[src/rtl/spis_pkg.sv]
package spis_pkg;
    typedef enum logic [1:0] {
        ST_IDLE  = 2'd0,
        ST_SHIFT = 2'd1,
        ST_HOLD  = 2'd2
    } spis_state_e;
endpackage

[src/rtl/spis_sync.sv]
module spis_sync #(
    parameter int unsigned          WIDTH   = 3,
    parameter int unsigned          STAGES  = 2,
    parameter logic [WIDTH-1:0]     RST_VAL = '0
) (
    input  logic             clk_i,
    input  logic             rst_ni,
    input  logic [WIDTH-1:0] d_i,
    output logic [WIDTH-1:0] q_o
);
    logic [WIDTH-1:0] stage_q [STAGES];

    for (genvar g = 0; g < STAGES; g++) begin : g_stage
        always_ff @(posedge clk_i or negedge rst_ni) begin
            if (!rst_ni) begin
                stage_q[g] <= RST_VAL;
            end else if (g == 0) begin
                stage_q[g] <= d_i;
            end else begin
                stage_q[g] <= stage_q[(g == 0) ? 0 : g - 1];
            end
        end
    end

    assign q_o = stage_q[STAGES-1];
endmodule

[src/rtl/spis_edges.sv]
module spis_edges (
    input  logic clk_i,
    input  logic rst_ni,
    input  logic sck_s_i,
    input  logic sel_n_s_i,
    input  logic cpol_i,
    input  logic cpha_i,
    output logic sample_ev_o,
    output logic shift_ev_o,
    output logic sel_fall_o,
    output logic sel_rise_o
);
    logic sck_d_q;
    logic sel_d_q;
    logic sck_rise;
    logic sck_fall;
    logic lead_ev;
    logic trail_ev;

    always_ff @(posedge clk_i or negedge rst_ni) begin
        if (!rst_ni) begin
            sck_d_q <= 1'b0;
            sel_d_q <= 1'b1;
        end else begin
            sck_d_q <= sck_s_i;
            sel_d_q <= sel_n_s_i;
        end
    end

    always_comb begin
        sck_rise    = sck_s_i & ~sck_d_q;
        sck_fall    = ~sck_s_i & sck_d_q;
        lead_ev     = cpol_i ? sck_fall : sck_rise;
        trail_ev    = cpol_i ? sck_rise : sck_fall;
        sample_ev_o = cpha_i ? trail_ev : lead_ev;
        shift_ev_o  = cpha_i ? lead_ev  : trail_ev;
        sel_fall_o  = sel_d_q & ~sel_n_s_i;
        sel_rise_o  = ~sel_d_q & sel_n_s_i;
    end
endmodule

[src/rtl/spis_engine.sv]
module spis_engine
    import spis_pkg::*;
#(
    parameter int unsigned DATA_W = 8
) (
    input  logic              clk_i,
    input  logic              rst_ni,
    input  logic              cpha_i,
    input  logic              mosi_s_i,
    input  logic              sample_ev_i,
    input  logic              shift_ev_i,
    input  logic              sel_fall_i,
    input  logic              sel_rise_i,
    input  logic              tx_valid_i,
    input  logic [DATA_W-1:0] tx_byte_i,
    output logic              tx_take_o,
    output logic              byte_done_o,
    output logic [DATA_W-1:0] rx_byte_o,
    output logic              miso_o,
    output logic              miso_oe_o,
    output spis_state_e       state_o
);
    localparam int unsigned     CNT_W = $clog2(DATA_W + 1);
    localparam logic [CNT_W-1:0] LAST = CNT_W'(DATA_W - 1);

    spis_state_e       state_q, state_d;
    logic [DATA_W-1:0] tx_sh_q;
    logic [DATA_W-1:0] rx_sh_q;
    logic [CNT_W-1:0]  cnt_q;
    logic              oe_q;
    logic              load;

    // State register
    always_ff @(posedge clk_i or negedge rst_ni) begin
        if (!rst_ni) state_q <= ST_IDLE;
        else         state_q <= state_d;
    end

    // Transitions and strobes
    always_comb begin
        state_d     = state_q;
        load        = 1'b0;
        byte_done_o = 1'b0;
        unique case (state_q)
            ST_IDLE: begin
                if (sel_fall_i) begin          // start
                    state_d = ST_SHIFT;
                    load    = 1'b1;
                end
            end
            ST_SHIFT: begin
                if (sel_rise_i) begin          // abort
                    state_d = ST_IDLE;
                end else if (sample_ev_i && cnt_q == LAST) begin
                    byte_done_o = 1'b1;
                    if (cpha_i) load = 1'b1;   // next_p1
                    else state_d = ST_HOLD;    // done_p0
                end
            end
            ST_HOLD: begin
                if (sel_rise_i) state_d = ST_IDLE;  // release
            end
            default: state_d = ST_IDLE;
        endcase
        tx_take_o = load & tx_valid_i;
    end

    // Datapath and outputs
    always_ff @(posedge clk_i or negedge rst_ni) begin
        if (!rst_ni) begin
            tx_sh_q <= '1;
            rx_sh_q <= '0;
            cnt_q   <= '0;
            oe_q    <= 1'b0;
        end else begin
            oe_q <= (state_d != ST_IDLE);
            if (state_q == ST_SHIFT && sample_ev_i) begin
                rx_sh_q <= {rx_sh_q[DATA_W-2:0], mosi_s_i};
            end
            if (load) begin
                tx_sh_q <= tx_valid_i ? tx_byte_i : '1;
                cnt_q   <= '0;
            end else if (state_q == ST_SHIFT && sel_rise_i) begin
                cnt_q   <= '0;
            end else if (state_q == ST_SHIFT) begin
                if (sample_ev_i) cnt_q <= cnt_q + 1'b1;
                if (shift_ev_i && cnt_q != '0) begin
                    tx_sh_q <= {tx_sh_q[DATA_W-2:0], 1'b1};
                end
            end
        end
    end

    assign rx_byte_o = {rx_sh_q[DATA_W-2:0], mosi_s_i};
    assign miso_oe_o = oe_q;
    assign miso_o    = oe_q & tx_sh_q[DATA_W-1];
    assign state_o   = state_q;
endmodule

[src/rtl/spis_hostregs.sv]
module spis_hostregs #(
    parameter int unsigned DATA_W = 8
) (
    input  logic              clk_i,
    input  logic              rst_ni,
    input  logic              wr_en_i,
    input  logic [DATA_W-1:0] wr_data_i,
    input  logic              rd_en_i,
    input  logic              tx_take_i,
    input  logic              byte_done_i,
    input  logic [DATA_W-1:0] rx_byte_i,
    output logic              tx_valid_o,
    output logic [DATA_W-1:0] tx_byte_o,
    output logic [DATA_W-1:0] rx_data_o,
    output logic              rx_full_o,
    output logic              overrun_o
);
    logic [DATA_W-1:0] tx_q;
    logic              txv_q;
    logic [DATA_W-1:0] rx_q;
    logic              full_q;
    logic              ovr_q;
    logic              full_d;
    logic              ovr_d;
    logic              capture;

    always_ff @(posedge clk_i or negedge rst_ni) begin
        if (!rst_ni) begin
            tx_q  <= '0;
            txv_q <= 1'b0;
        end else if (wr_en_i) begin
            tx_q  <= wr_data_i;
            txv_q <= 1'b1;
        end else if (tx_take_i) begin
            txv_q <= 1'b0;
        end
    end

    always_comb begin
        full_d  = full_q & ~rd_en_i;
        ovr_d   = ovr_q & ~rd_en_i;
        capture = 1'b0;
        if (byte_done_i) begin
            if (full_d) begin
                ovr_d = 1'b1;
            end else begin
                full_d  = 1'b1;
                capture = 1'b1;
            end
        end
    end

    always_ff @(posedge clk_i or negedge rst_ni) begin
        if (!rst_ni) begin
            rx_q   <= '0;
            full_q <= 1'b0;
            ovr_q  <= 1'b0;
        end else begin
            full_q <= full_d;
            ovr_q  <= ovr_d;
            if (capture) rx_q <= rx_byte_i;
        end
    end

    assign tx_valid_o = txv_q;
    assign tx_byte_o  = tx_q;
    assign rx_data_o  = rx_q;
    assign rx_full_o  = full_q;
    assign overrun_o  = ovr_q;
endmodule

[src/rtl/spi_slave_buffered.sv]
module spi_slave_buffered
    import spis_pkg::*;
#(
    parameter int unsigned DATA_W      = 8,
    parameter int unsigned SYNC_STAGES = 2
) (
    input  logic              clk_i,
    input  logic              rst_ni,
    input  logic              sck_i,
    input  logic              mosi_i,
    input  logic              sel_ni,
    output logic              miso_o,
    output logic              miso_oe_o,
    input  logic              cfg_cpol_i,
    input  logic              cfg_cpha_i,
    input  logic              wr_en_i,
    input  logic [DATA_W-1:0] wr_data_i,
    input  logic              rd_en_i,
    output logic [DATA_W-1:0] rd_data_o,
    output logic              tx_empty_o,
    output logic              rx_full_o,
    output logic              overrun_o
);
    logic [2:0]        pins_s;
    logic              sample_ev, shift_ev, sel_fall_w, sel_rise_w;
    logic              tx_take_w, byte_done_w, tx_valid_w;
    logic [DATA_W-1:0] tx_byte_w, rx_byte_w;
    spis_state_e       state_w;

    spis_sync #(.WIDTH(3), .STAGES(SYNC_STAGES), .RST_VAL(3'b100)) u_sync (
        .clk_i(clk_i), .rst_ni(rst_ni),
        .d_i({sel_ni, mosi_i, sck_i}), .q_o(pins_s)
    );

    spis_edges u_edges (
        .clk_i(clk_i), .rst_ni(rst_ni),
        .sck_s_i(pins_s[0]), .sel_n_s_i(pins_s[2]),
        .cpol_i(cfg_cpol_i), .cpha_i(cfg_cpha_i),
        .sample_ev_o(sample_ev), .shift_ev_o(shift_ev),
        .sel_fall_o(sel_fall_w), .sel_rise_o(sel_rise_w)
    );

    spis_engine #(.DATA_W(DATA_W)) u_engine (
        .clk_i(clk_i), .rst_ni(rst_ni), .cpha_i(cfg_cpha_i),
        .mosi_s_i(pins_s[1]), .sample_ev_i(sample_ev), .shift_ev_i(shift_ev),
        .sel_fall_i(sel_fall_w), .sel_rise_i(sel_rise_w),
        .tx_valid_i(tx_valid_w), .tx_byte_i(tx_byte_w),
        .tx_take_o(tx_take_w), .byte_done_o(byte_done_w), .rx_byte_o(rx_byte_w),
        .miso_o(miso_o), .miso_oe_o(miso_oe_o), .state_o(state_w)
    );

    spis_hostregs #(.DATA_W(DATA_W)) u_regs (
        .clk_i(clk_i), .rst_ni(rst_ni),
        .wr_en_i(wr_en_i), .wr_data_i(wr_data_i), .rd_en_i(rd_en_i),
        .tx_take_i(tx_take_w), .byte_done_i(byte_done_w), .rx_byte_i(rx_byte_w),
        .tx_valid_o(tx_valid_w), .tx_byte_o(tx_byte_w),
        .rx_data_o(rd_data_o), .rx_full_o(rx_full_o), .overrun_o(overrun_o)
    );

    assign tx_empty_o = ~tx_valid_w;
endmodule

[config.mk]
export PLATFORM = sky130hd
export DESIGN_NAME = spi_slave_buffered
export DESIGN_NICKNAME = d
export VERILOG_FILES = /design/src/rtl/spis_pkg.sv /design/src/rtl/spis_sync.sv /design/src/rtl/spis_edges.sv /design/src/rtl/spis_engine.sv /design/src/rtl/spis_hostregs.sv /design/src/rtl/spi_slave_buffered.sv
export SDC_FILE = /design/constraint.sdc
export NUM_CORES = 1
export LEC_CHECK = 0
export CAP_MARGIN = 20
export CORE_ASPECT_RATIO = 1.5
export CORE_UTILIZATION = 40
export CTS_BUF_LIST = sky130_fd_sc_hd__clkbuf_16
export DETAILED_ROUTE_END_ITERATION = 8
export DONT_BUFFER_PORTS = 1
export PLACE_DENSITY = 0.56
export SKIP_CTS_REPAIR_TIMING = 1
export SYNTH_ARGS = -nofsm -noshare
export SYNTH_HDL_FRONTEND = slang
export SYNTH_HIERARCHICAL = 1
export SYNTH_SLANG_ARGS = --single-unit
[constraint.sdc]
create_clock -name clk_i -period 6.5 [get_ports clk_i]
set_input_delay 1.95 -clock clk_i [delete_from_list [all_inputs] [get_ports clk_i]]
set_output_delay 1.95 -clock clk_i [all_outputs]
set_load 0.02 [all_outputs]
==> results.sh <==
export IMPL_placementRows=32
export IMPL_crit_required_ns=6.71
export IMPL_worstSetupPathType="input pin to register"
export IMPL_grt_pass1_vias=1274
export IMPL_tightest_slew_ns=0.547
export IMPL_ys_ff_latch=49
export IMPL_clock_sinks=49
export IMPL_start_kind="input pin"
export IMPL_via_per_inst=5.08
export IMPL_cts_root_buffer="clkbuf_16"
export IMPL_synth_area_sq_um=2210
export IMPL_path_common_cell="mux2_1"
export IMPL_max_clock_path_buffers=2
export IMPL_drc=0
export IMPL_ant_nets=0
export IMPL_cp_depth=6
export IMPL_fin_skew_ns=0.00659
export IMPL_grt_usage_pct=12.9
export IMPL_status="finished, final reports clean"
export IMPL_grt_pass1_wl_mm=5.86
export IMPL_dpl_hpwl_mm=2.35
export IMPL_setup_violations=0
export IMPL_die_h_um=93.0
export IMPL_crit_path_end_kind="register"
export IMPL_area_growth_pct=8.84
export IMPL_insertion_delay_ns=0.28
export IMPL_worst_hold_slack_ns=0.348
export IMPL_slew_headroom_pct=63.3
export IMPL_cts_buffers=5
export IMPL_die_x_um=62.7
export IMPL_worstSetupStartpoint="cfg_cpol_i"
export IMPL_core_area_sq_um=5250
export IMPL_arrival_ns=4.08
export IMPL_min_from="u_sync/stage_q[3]"
export IMPL_tritoncts="yes"
export IMPL_rsz0062_at_grt="false"
export IMPL_antenna_found_initial=0
export IMPL_critical_path_top_delay_family="multiplexers"
export IMPL_syn_inst=160
export IMPL_path_cells="xor2_1, mux2i_1, nand4b_4, o32ai_4, mux2_1, mux2_1"
export IMPL_post_route_min_period_ns=3.87
export IMPL_path_clk_slew_ns=0.06
export IMPL_dpl_cell_area_sq_um=2250
export IMPL_postSynthAreaPerCell_sq_um=13.8
export IMPL_p_per_area_nw_per_um2=322
export IMPL_first_iter_violations=21
export IMPL_place_port_buffers=0
export IMPL_crit_fanout=9
export IMPL_htree_levels=2
export IMPL_fmaxAchievable_mhz=258
export IMPL_synth_distinct_cells=35
export IMPL_dieArea_sq_um=5820
export IMPL_vias=1168
export IMPL_r2r_cells=6
export IMPL_maxSlewViolCount=0
export IMPL_cp_num_buf_inv=0
export IMPL_ios=30
export IMPL_design_area_sq_um=2400
export IMPL_final_nets=180
export IMPL_finalHoldViolCount=0
export IMPL_leakage_nw=1.11
export IMPL_reg2reg_from="u_sync/q_o[0]"
export IMPL_setup_tns_final_ns=0
export IMPL_start_util_pct=42.1
export IMPL_routed_wl_mm=3.25
export IMPL_synth_seq_area_share_pct=56.2
export IMPL_worstHoldPathCells=0
export IMPL_drive_above_1_share_pct=30.2
export IMPL_place_gp_congestion=0.785
export IMPL_ir_drop_mv=0.139
export IMPL_grt_max_degree=50
export IMPL_maxCapViolCount=0
export IMPL_crit_slowest_cell="o32ai_4"
export IMPL_firstDrtPassIters=4
export IMPL_critPathMaxStageDelay_ns=0.52
export IMPL_wl_per_cell_um=14.1
export IMPL_diodes=0
export IMPL_overflow=0
export IMPL_holdCritPathClass="register to register"
export IMPL_synth_warning_count=6
export IMPL_period_share_pct=59.5
export IMPL_syn_num_nets=179
where the power goes:
group	internal, mW	leakage (nW)	switching [mW]
combinational	0.0638	0.438	0.0417
clock	0.144	0.0704	0.110
sequential	0.378	0.598	0.0348
layout by cell type, fill, tap and decap left out, types with 2 or more instances in the layout:
cell / count
dfstp_2: 11
nor3_1: 3
a21o_1: 2
nand2b_1: 14
clkbuf_16: 5
dfrtp_1: 38
mux2_2: 15
o32a_1: 2
inv_1: 6
nor2b_1: 2
mux2_4: 8
nor2_1: 10
mux2_1: 14
ha_1: 2
xnor2_1: 2
mux2i_1: 2
o21bai_1: 2
a21oi_1: 5
through the flow:
| step | utilization (%) | cells | power (mW) | worst slack, ns |
|---|---|---|---|---|
| floorplan | - | 160 | 0.504 | 2.55 |
| global placement | 42.9 | 222 | 0.520 | 2.41 |
| finish | 45.8 | 230 | 0.773 | 2.63 |
| CTS | 45.8 | 230 | 0.787 | 2.60 |
| global route | 45.8 | 230 | 0.818 | 2.50 |
| detailed placement | 42.9 | 222 | 0.526 | 2.30 |
registers in the layout, summed over array words and instances, names as in the netlist:
signal              cells
u_edges/sck_d_q         1
u_edges/sel_d_q         1
u_engine/cnt_q          4
u_engine/miso_oe_o      1
u_engine/rx_sh_q        7
u_engine/state_o        2
u_engine/tx_sh_q        8
u_regs/overrun_o        1
u_regs/rx_data_o        8
u_regs/rx_full_o        1
u_regs/tx_byte_o        8
u_regs/tx_valid_o       1
u_sync/q_o              3
u_sync/stage_q          3
cell usage after synthesis:
cell	count	share of area, %
a21o_1	2	0.68
a21oi_1	5	1.1
a21oi_2	1	0.40
a22oi_1	1	0.34
a32oi_1	1	0.40
and2_1	1	0.28
and4b_1	1	0.45
buf_2	2	0.45
buf_4	4	1.4
dfrtp_1	38	43
dfstp_2	11	13
ha_1	2	1.1
inv_1	6	1.0
mux2_1	14	7.1
mux2_2	15	7.7
mux2_4	8	5.4
mux2i_1	2	0.91
nand2_4	1	0.51
nand2b_1	14	4.0
nand2b_4	1	0.62
nand3_1	1	0.23
nand3b_1	1	0.34
nand4b_4	1	1.1
nor2_1	10	1.7
nor2b_1	2	0.57
nor3_1	3	0.68
o21bai_1	2	0.68
o32a_1	2	0.91
o32ai_4	1	1.2
or2_2	1	0.28
or2b_1	1	0.34
or3_1	1	0.28
or3b_2	1	0.40
xnor2_1	2	0.79
xor2_1	1	0.40
area by class of cell:
class	count	area, sq um
Clock buffer	5	125
Fill cell	506	2840
Multi-Input combinational cell	99	905
Inverter	6	22.5
Sequential cell	49	1240
Clock inverter	3	25.0
Tap cell	68	85.1
path summary, 6_finish.rpt:
path	to	slack (ns)
setup / recovery	u_engine/tx_sh_q[1]	2.63
hold / removal	u_sync/q_o[0]	0.35
setup reg to reg	u_engine/tx_sh_q[1]	4.06
hold reg to reg	u_sync/q_o[0]	0.35
max in group asynchronous	u_engine/tx_sh_q[1]	4.95
min in group asynchronous	u_sync/q_o[0]	1.36
metal layers:
layer | vias to the layer above | share of wire, % | global-route usage [%]
met1 | 589 | 42 | 14.6
met5 | - | 0 | 0
li1 | 553 | - | -
met3 | 5 | 3.0 | 3.78
met2 | 21 | 53 | 22.4
met4 | 0 | 1.8 | 5.81
cell families after synthesis:
logic type | Yosys count | share of synthesized area, %
DFF | 49 | 56.2
and+or+nand+nor | 40 | 11.7
muxes | 39 | 21.1
AOI/OAI and AO/OA | 15 | 5.78
buffers and inverters | 12 | 2.83
xor gates and xnor gates | 3 | 1.19
adders and majority gates | 2 | 1.13
worst reg2reg max path, stage by stage, from the launching register on:
cell and delay (ns):
dfrtp_1 0.39, nand2b_1 0.17, mux2i_1 0.42, nand4b_4 0.20, o32ai_4 0.52, mux2_1 0.37, mux2_1 0.30
(Power assumes the default switching activity.)
